===== config.mk =====
export PLATFORM = sky130hd
export DESIGN_NAME = wu_tdc_decoder
export DESIGN_NICKNAME = d
export VERILOG_FILES = /design/src/rtl/wu_tdc_pkg.sv /design/src/rtl/wu_bubble_filter.sv /design/src/rtl/wu_edge_seek.sv /design/src/rtl/wu_tdc_decoder.sv
export SDC_FILE = /design/constraint.sdc
export NUM_CORES = 1
export LEC_CHECK = 0
export ABC_AREA = 1
export ABC_CLOCK_PERIOD_IN_PS = 2000
export BUFFER_PORTS_ARGS = -buffer_cell sky130_fd_sc_hd__clkbuf_2
export CAP_MARGIN = 15
export CORE_MARGIN = 2
export CORE_UTILIZATION = 50
export CTS_CLUSTER_DIAMETER = 80
export DETAILED_ROUTE_END_ITERATION = 16
export GPL_TIMING_DRIVEN = 0
export PLACE_DENSITY = 0.8
export RECOVER_POWER = 50
export SKIP_LAST_GASP = 1
export SYNTH_ARGS = -nofsm -noshare
export SYNTH_HDL_FRONTEND = slang
export SYNTH_SLANG_ARGS = --single-unit

===== constraint.sdc =====
create_clock -name clk -period 2 [get_ports clk]
set_clock_uncertainty 0.05 [all_clocks]
set_input_delay 0.4 -clock clk [delete_from_list [all_inputs] [get_ports clk]]
set_output_delay 0.4 -clock clk [all_outputs]
set_load 0.02 [all_outputs]

===== src/rtl/wu_tdc_pkg.sv =====
package wu_tdc_pkg;
    // Outcome of the previous sampled cycle
    typedef enum logic [1:0] {
        ST_IDLE  = 2'd0,
        ST_STAMP = 2'd1,
        ST_FAULT = 2'd2
    } wu_state_t;
endpackage


===== src/rtl/wu_bubble_filter.sv =====
module wu_bubble_filter #(
    parameter int TAPS = 32
) (
    input  logic [TAPS-1:0] raw,
    output logic [TAPS-1:0] clean
);
    // Three-tap majority on interior bits; end taps pass through
    for (genvar i = 0; i < TAPS; i++) begin : g_tap
        if (i == 0 || i == TAPS - 1) begin : g_end
            assign clean[i] = raw[i];
        end else begin : g_mid
            assign clean[i] = (raw[i-1] & raw[i]) | (raw[i] & raw[i+1])
                            | (raw[i-1] & raw[i+1]);
        end
    end
endmodule


===== src/rtl/wu_edge_seek.sv =====
module wu_edge_seek #(
    parameter int TAPS = 32,
    parameter int PW   = $clog2(TAPS)
) (
    input  logic [TAPS-1:0] line,
    input  logic [PW-1:0]   from_pos,
    output logic            found,
    output logic [PW-1:0]   pos
);
    // Priority search: lowest index at or above from_pos where neighbours differ
    always_comb begin
        found = 1'b0;
        pos   = '0;
        for (int i = TAPS - 2; i >= 0; i--) begin
            if (i >= int'(from_pos) && (line[i] != line[i+1])) begin
                found = 1'b1;
                pos   = PW'(i);
            end
        end
    end
endmodule


===== src/rtl/wu_tdc_decoder.sv =====
module wu_tdc_decoder
    import wu_tdc_pkg::*;
#(
    parameter int TAPS = 32,
    parameter int CW   = 16
) (
    input  logic                               clk,
    input  logic                               rst_n,
    input  logic                               hit_vld,
    input  logic [TAPS-1:0]                    snap,
    input  logic [CW-1:0]                      coarse,
    output logic                               ts_vld,
    output logic                               ts_err,
    output logic [CW+$clog2(TAPS)+1-1:0]       ts_word
);
    localparam int PW = $clog2(TAPS);
    localparam int FW = PW + 1;
    localparam int OW = CW + FW;

    logic [TAPS-1:0] clean;
    logic            fnd_a, fnd_b;
    logic [PW-1:0]   pos_a, pos_b, from_b;
    logic [FW-1:0]   fine_sum;

    wu_state_t       st_q, st_d;
    logic [CW-1:0]   coarse_q;
    logic [FW-1:0]   fine_q;

    wu_bubble_filter #(.TAPS(TAPS)) u_filt (
        .raw   (snap),
        .clean (clean)
    );

    wu_edge_seek #(.TAPS(TAPS), .PW(PW)) u_seek_a (
        .line     (clean),
        .from_pos ('0),
        .found    (fnd_a),
        .pos      (pos_a)
    );

    assign from_b = pos_a + PW'(1);

    wu_edge_seek #(.TAPS(TAPS), .PW(PW)) u_seek_b (
        .line     (clean),
        .from_pos (from_b),
        .found    (fnd_b),
        .pos      (pos_b)
    );

    // Sum keeps the half-position that an average would drop
    assign fine_sum = FW'(pos_a) + FW'(pos_b);

    always_comb begin
        if (!hit_vld)
            st_d = ST_IDLE;
        else if (fnd_a && fnd_b)
            st_d = ST_STAMP;
        else
            st_d = ST_FAULT;
    end

    // State register and captured fields
    always_ff @(posedge clk or negedge rst_n) begin
        if (!rst_n) begin
            st_q     <= ST_IDLE;
            coarse_q <= '0;
            fine_q   <= '0;
        end else begin
            st_q <= st_d;
            if (hit_vld) begin
                coarse_q <= coarse;
                fine_q   <= fine_sum;
            end
        end
    end

    // Outputs decoded from state
    always_comb begin
        ts_vld  = 1'b0;
        ts_err  = 1'b0;
        ts_word = '0;
        unique case (st_q)
            ST_IDLE: begin
                ts_vld  = 1'b0;
            end
            ST_STAMP: begin
                ts_vld  = 1'b1;
                ts_word = {coarse_q, fine_q};
            end
            ST_FAULT: begin
                ts_vld  = 1'b1;
                ts_err  = 1'b1;
                ts_word = {coarse_q, {FW{1'b0}}};
            end
            default: begin
                ts_vld  = 1'b0;
            end
        endcase
    end

    logic unused_ok;
    assign unused_ok = ^{OW'(0)};
endmodule


# Word-level counts from Yosys, hierarchy flattened
# Index checks and enable logic that the tools add are counted.
# classes
addsub	2
n_lt_le_gt_ge	31
n_eq_ne	33
muxes	129
bitwise	121
n_reduce_logical	33
# ops
op	count
5-bit 2-to-1 mux	62
5-bit greater-or-equal comparator, first input constant	15
1-bit 2-to-1 mux	64
1-bit AND	61
1-bit OR	60
22-bit one-hot mux with 2 select lines	1
4-bit by 5-bit greater-or-equal comparator with 1-bit output, first input constant	8
1-bit logical AND	32
1-bit != test	31
3-bit by 5-bit greater-or-equal comparator with 1-bit output, first input constant	4
1-bit by 5-bit greater-or-equal comparator with 1-bit output, first input constant	2
2-bit by 5-bit greater-or-equal comparator with 1-bit output, first input constant	2
5-bit by 5-bit adder with 6-bit output	1
5-bit by 1-bit adder with 5-bit output, second input constant	1
2-bit 2-to-1 mux	2
2-bit by 1-bit equality test with 1-bit output, second input constant	1
2-bit equality test, second input constant	1
2-bit OR reduction	1
# totals
reg_bits	24
output_inout_bits	24
elab_cells	352

# Logic depth before layout (Yosys ltp)
# logic_depth
depth_word	72
depth_mapped	77
mapped_depth_nobuf	77

# By module
# Synthesis repeated with hierarchy kept, for this count alone.
# hier_totals
cells_unflattened	703
hier_area_um2	3836.2
# modules_own_cells
mod	n_inst	cells_each	area_each_um2	seq_area_each_um2
wu_edge_seek	2	222	1068.5	0.0
wu_tdc_decoder	1	166	1305.0	600.6
wu_bubble_filter	1	93	394.1	0.0

# Worst setup path before layout
# Ideal clock, no wire load.
# synth_path
path_type	input to register
from	in snap[26]
to	reg fine_q[4]
arrival_time_ns	5.501
path_slack_ns	-3.680
stages	72
path_buffers	0
path_cell_list	or2_4 o21ai_2 xnor2_1 nand2_1 nand2_1 nand2_1 nand2_1 nand2_1 nand2_1 nand2_1 nand2_1 nand2_1 nand2_1 nand2_1 nand2_1 nand2_1 nand2_1 nand2_1 (+36 left out) nand2_1 nand2_1 nand2_1 nand2_1 nand2_1 nand2_1 nand2_1 nand2_1 nand2_1 nand2_1 a21oi_2 ha_1 fa_1 nand2_1 nand2_1 a21oi_1 xor2_1 o21ai_0
# synth_between
elab_chain_cells	67
elab_cells_between_ends	137
# synth_rtl
item	line	source
start: declaration	wu_tdc_decoder.sv:10	input logic [TAPS-1:0] snap,
1-bit AND	wu_bubble_filter.sv:12	assign clean[i] = (raw[i-1] & raw[i]) | (raw[i] & raw[i+1])
1-bit OR	wu_bubble_filter.sv:12	
1-bit OR	wu_bubble_filter.sv:13	| (raw[i-1] & raw[i+1]);
1-bit != test	wu_edge_seek.sv:15	if (i >= int'(from_pos) && (line[i] != line[i+1])) begin
5-bit 2-to-1 mux (28 in a row)	wu_edge_seek.sv:15	
5-bit by 1-bit adder with 5-bit output	wu_tdc_decoder.sv:41	assign from_b = pos_a + PW'(1);
5-bit greater-or-equal comparator	wu_edge_seek.sv:15	
1-bit logical AND	wu_edge_seek.sv:15	
5-bit 2-to-1 mux (31 in a row)	wu_edge_seek.sv:15	
5-bit by 5-bit adder with 6-bit output *	wu_tdc_decoder.sv:51	assign fine_sum = FW'(pos_a) + FW'(pos_b);
end signal: assignment	wu_tdc_decoder.sv:72	fine_q <= fine_sum;
end: declaration	wu_tdc_decoder.sv:27	logic [FW-1:0] fine_q;
# Every way passes the cells marked *; elsewhere a longest branch is shown, timed or not.
# A chain may end at the register's enable or synchronous reset.

# Worst setup path after layout
# Ends and elaborated chain as after synthesis.

==> summary.md <==
| Metric | Value |
|---|---|
| Worst EP arrival | just under 6000 ps |
| Setup TNS | -26380 ps |
| Crit-path max FO | 4 |
| Nature of the critical path endpoint | flip-flop |
| Largest net degree at the start of global routing | 25 |
| Slowest cell on the critical path | fa_2 |
| Syn avg cell area | 5.665 µm² |
| Initial antenna violation count | 0 |
| Gpl congestion | around 0.90 |
| Area grow syn2layout | 39.58% |
| Top-count cell post-synth | nand2_1 |
| Async S/R FF share, synth | 1.000 |
| Clk slew on worst S/H paths | around 90 ps |
| XOR/XNOR Fraction of Synth Area | 0.08199 |
| Mux contribution to synthesized area | 0 |
| Average via count per standard cell | between 5 and 6 |
| Most used cell, CP | nand2_1 |
| CTS Sinks | 24 |
| Req. time, crit path | around 2100 ps |
| CTS buffer count | 3 |
| # nets final | ~730 |
| Clock Latency Late Sink | approximately 270 ps |
| Core Area | between 0.006 and 0.007 mm² |
| TritonRoute pass-1 iters | 4 |
| Synth Area in Simple Gates | 0.3868 |
| Main combinational cell family by area after synthesis | simple AND/OR/NAND/NOR gates |
| Synth Register Bits | 24 |
| Hold-fix buffers, CTS | 0 |
| Synth area leader | nand2_1 |
| First-pass GRT wire length | between 10000 and 15000 µm |
| CP peak stage delay | 370 ps |
| Grt ovf | 0 |
| Design Area, Final | roughly 0.0045 mm² |
| Starting DRT DRC Count | ~230 |
| RSZ-0062 raised after global routing | yes |
| Worst Path Buf+Inv | 7 |
| Register area share after synthesis | 0.1883 |
| Delay-heaviest family, CP | simple AND/OR/NAND/NOR gates |
| Worst-Margin Slew | 1290 ps |
| Synth Instances | about 560 |
| Boundary Pins | 75 |
| Root Driver | clkbuf_8 |
| Leakage | between 2 and 2.5 nW |
| Count of pins over their slew limit | 0 |
| Setup CP Type | input port to flip-flop |
| Remaining DRCs | 0 |
| Final hold slack | 291.3 ps |
| Failing checks | setup timing |
| Syn_nets | approximately 630 |
| Final period util | 2.880 |
| Drt wl/cell | approximately 13 µm |
| GRT Total Usage | 0.2467 |
| Post-route insts no fill | between 700 and 800 |
| Die area | between 0.007 and 0.008 mm² |
| Worst setup slack after layout | -3760 ps |
| Slew HR | 0.1397 |
| Hold Crit Class | input port to flip-flop |
| Ys flop type | dfrtp_1 |
| Final setup violation count | 15 |
| CTS tree | built |
| Fin util | 0.7133 |
| Fmax | approximately 0.17 GHz |
| Total placed cells including tap cells | approximately 710 |
| Tmin final | a little under 6000 ps |
| Adder-Cell Fraction of Synth Area | 0.04551 |
| DRT Wirelength | approximately 9500 µm |
| Commonest cells post-synth | 165 x nand2_1, 98 x inv_1, 81 x nor2_1 |
| Synth warn | 0 |
| Total power | about 2.6 mW |
| Synth cell types | 36 |
| Site Rows | 29 |
| Max clock buf depth | 2 |
| Die Height | between 80 and 90 µm |
| Vias in the first global route | 3548 |
| Endpoints failing hold | 0 |
| Synth Area in Compound Gates | 0.1632 |
| Die width | ~84 µm |
| Startpoint Class | input port |
| Cell Area, Synth | 0.003189 mm² |
| DP Area | between 0.003 and 0.004 mm² |
| H-tree levels | 1 |
| VDD IR max | 0.4703 mV |
| Port Buffers | 74 |
| Place WS | -4433 ps |
| Register-to-Register Setup Slack | 1190 ps |
| Synth top area cells | nand2_1 19%, dfrtp_1 19%, inv_1 12%, nor2_1 9.5%, xor2_1 6.6% |
| Share of cells above drive strength 1 | 0.2961 |
| Max_cap viols | 0 |
| Status | finished, violations left |
| Power per standard cell area | 583.8 mW/mm² |
| Ant. Diodes | 0 |
| Post-DRT Antenna Nets | 0 |
| Post-DP HPWL | roughly 6500 µm |
| Initial core utilization | 0.5110 |
| Via count | roughly 3800 |
| Share of the synthesized area in the top cell type | 0.1942 |
| EDFF count, synth | 0 |
metal layers:
layer / up-vias / global-route usage / part of all wire
met5: - / 0 / 0
met4: 0 / 0.06158 / 0.017
met3: 22 / 0.02770 / 0.052
met2: 124 / 0.4415 / 0.50
met1: 1737 / 0.3164 / 0.43
li1: 1945 / - / -
timing repair:
action | CTS | global route
setup endpoints to repair | 27 | 27
buffers inserted | 16 | 4
pin swaps | 11 | 10
gates cloned | 1 | 0
gates resized for setup | 46 | 102
path summary, 6_finish.rpt:
check                                   from            to  cells past startpoint
worst min-delay path               coarse[2]   coarse_q[2]                      3
max in group asynchronous              rst_n  coarse_q[11]                      1
worst min register to register     fine_q[3]     fine_q[3]                      2
worst max register to register  coarse_q[13]  coarse_q[13]                      2
worst max-delay path                snap[26]     fine_q[4]                     58
min in group asynchronous              rst_n   coarse_q[7]                      1
cell usage in the layout, fill, tap and decap left out, drive strengths merged, types with 14 or more instances in the layout:
cell type / n
or2: 15
buf: 45
nor2: 81
a21oi: 14
o21ai: 59
clkbuf: 58
dfrtp: 24
nand2: 176
xor2: 24
inv: 109
worst min-delay path, delay by kind of cell:
kind | cells | cell delay, ps
buf+inv | 1 | 80
simple gates | 1 | 40
compound gates | 1 | 60
power breakdown:
group	total (mW)	internal [mW]	switching, mW
Sequential	0.577	0.552	0.0248
Combinational	1.59	0.613	0.982
Clock	0.428	0.268	0.160
flip-flops by register name, summed over array words and instances, names as in the netlist:
name and flops:
coarse_q 16, fine_q 6, st_q 2
cell families (layout without fill, tap and decap cells):
logic type	count (synthesis)	count (layout)
adder cells (fa/ha/maj)	11	11
buffers and inverters	114	213
flip-flops	24	24
XOR/XNOR	29	29
AO/OA/AOI/OAI	91	91
AND/OR/NAND/NOR	294	294
final cells by class:
cell class                 instances  area (µm²)
multi-input combinational        425        2531
fill                             509        1789
timing repair buffer              95       695.7
sequential                        24       600.6
inverter                         109       426.7
tap                               77       96.34
clock buffer                       3       41.29
clock inverter                     1       30.03
buffer                             5       30.03
(Power assumes the default switching activity.)
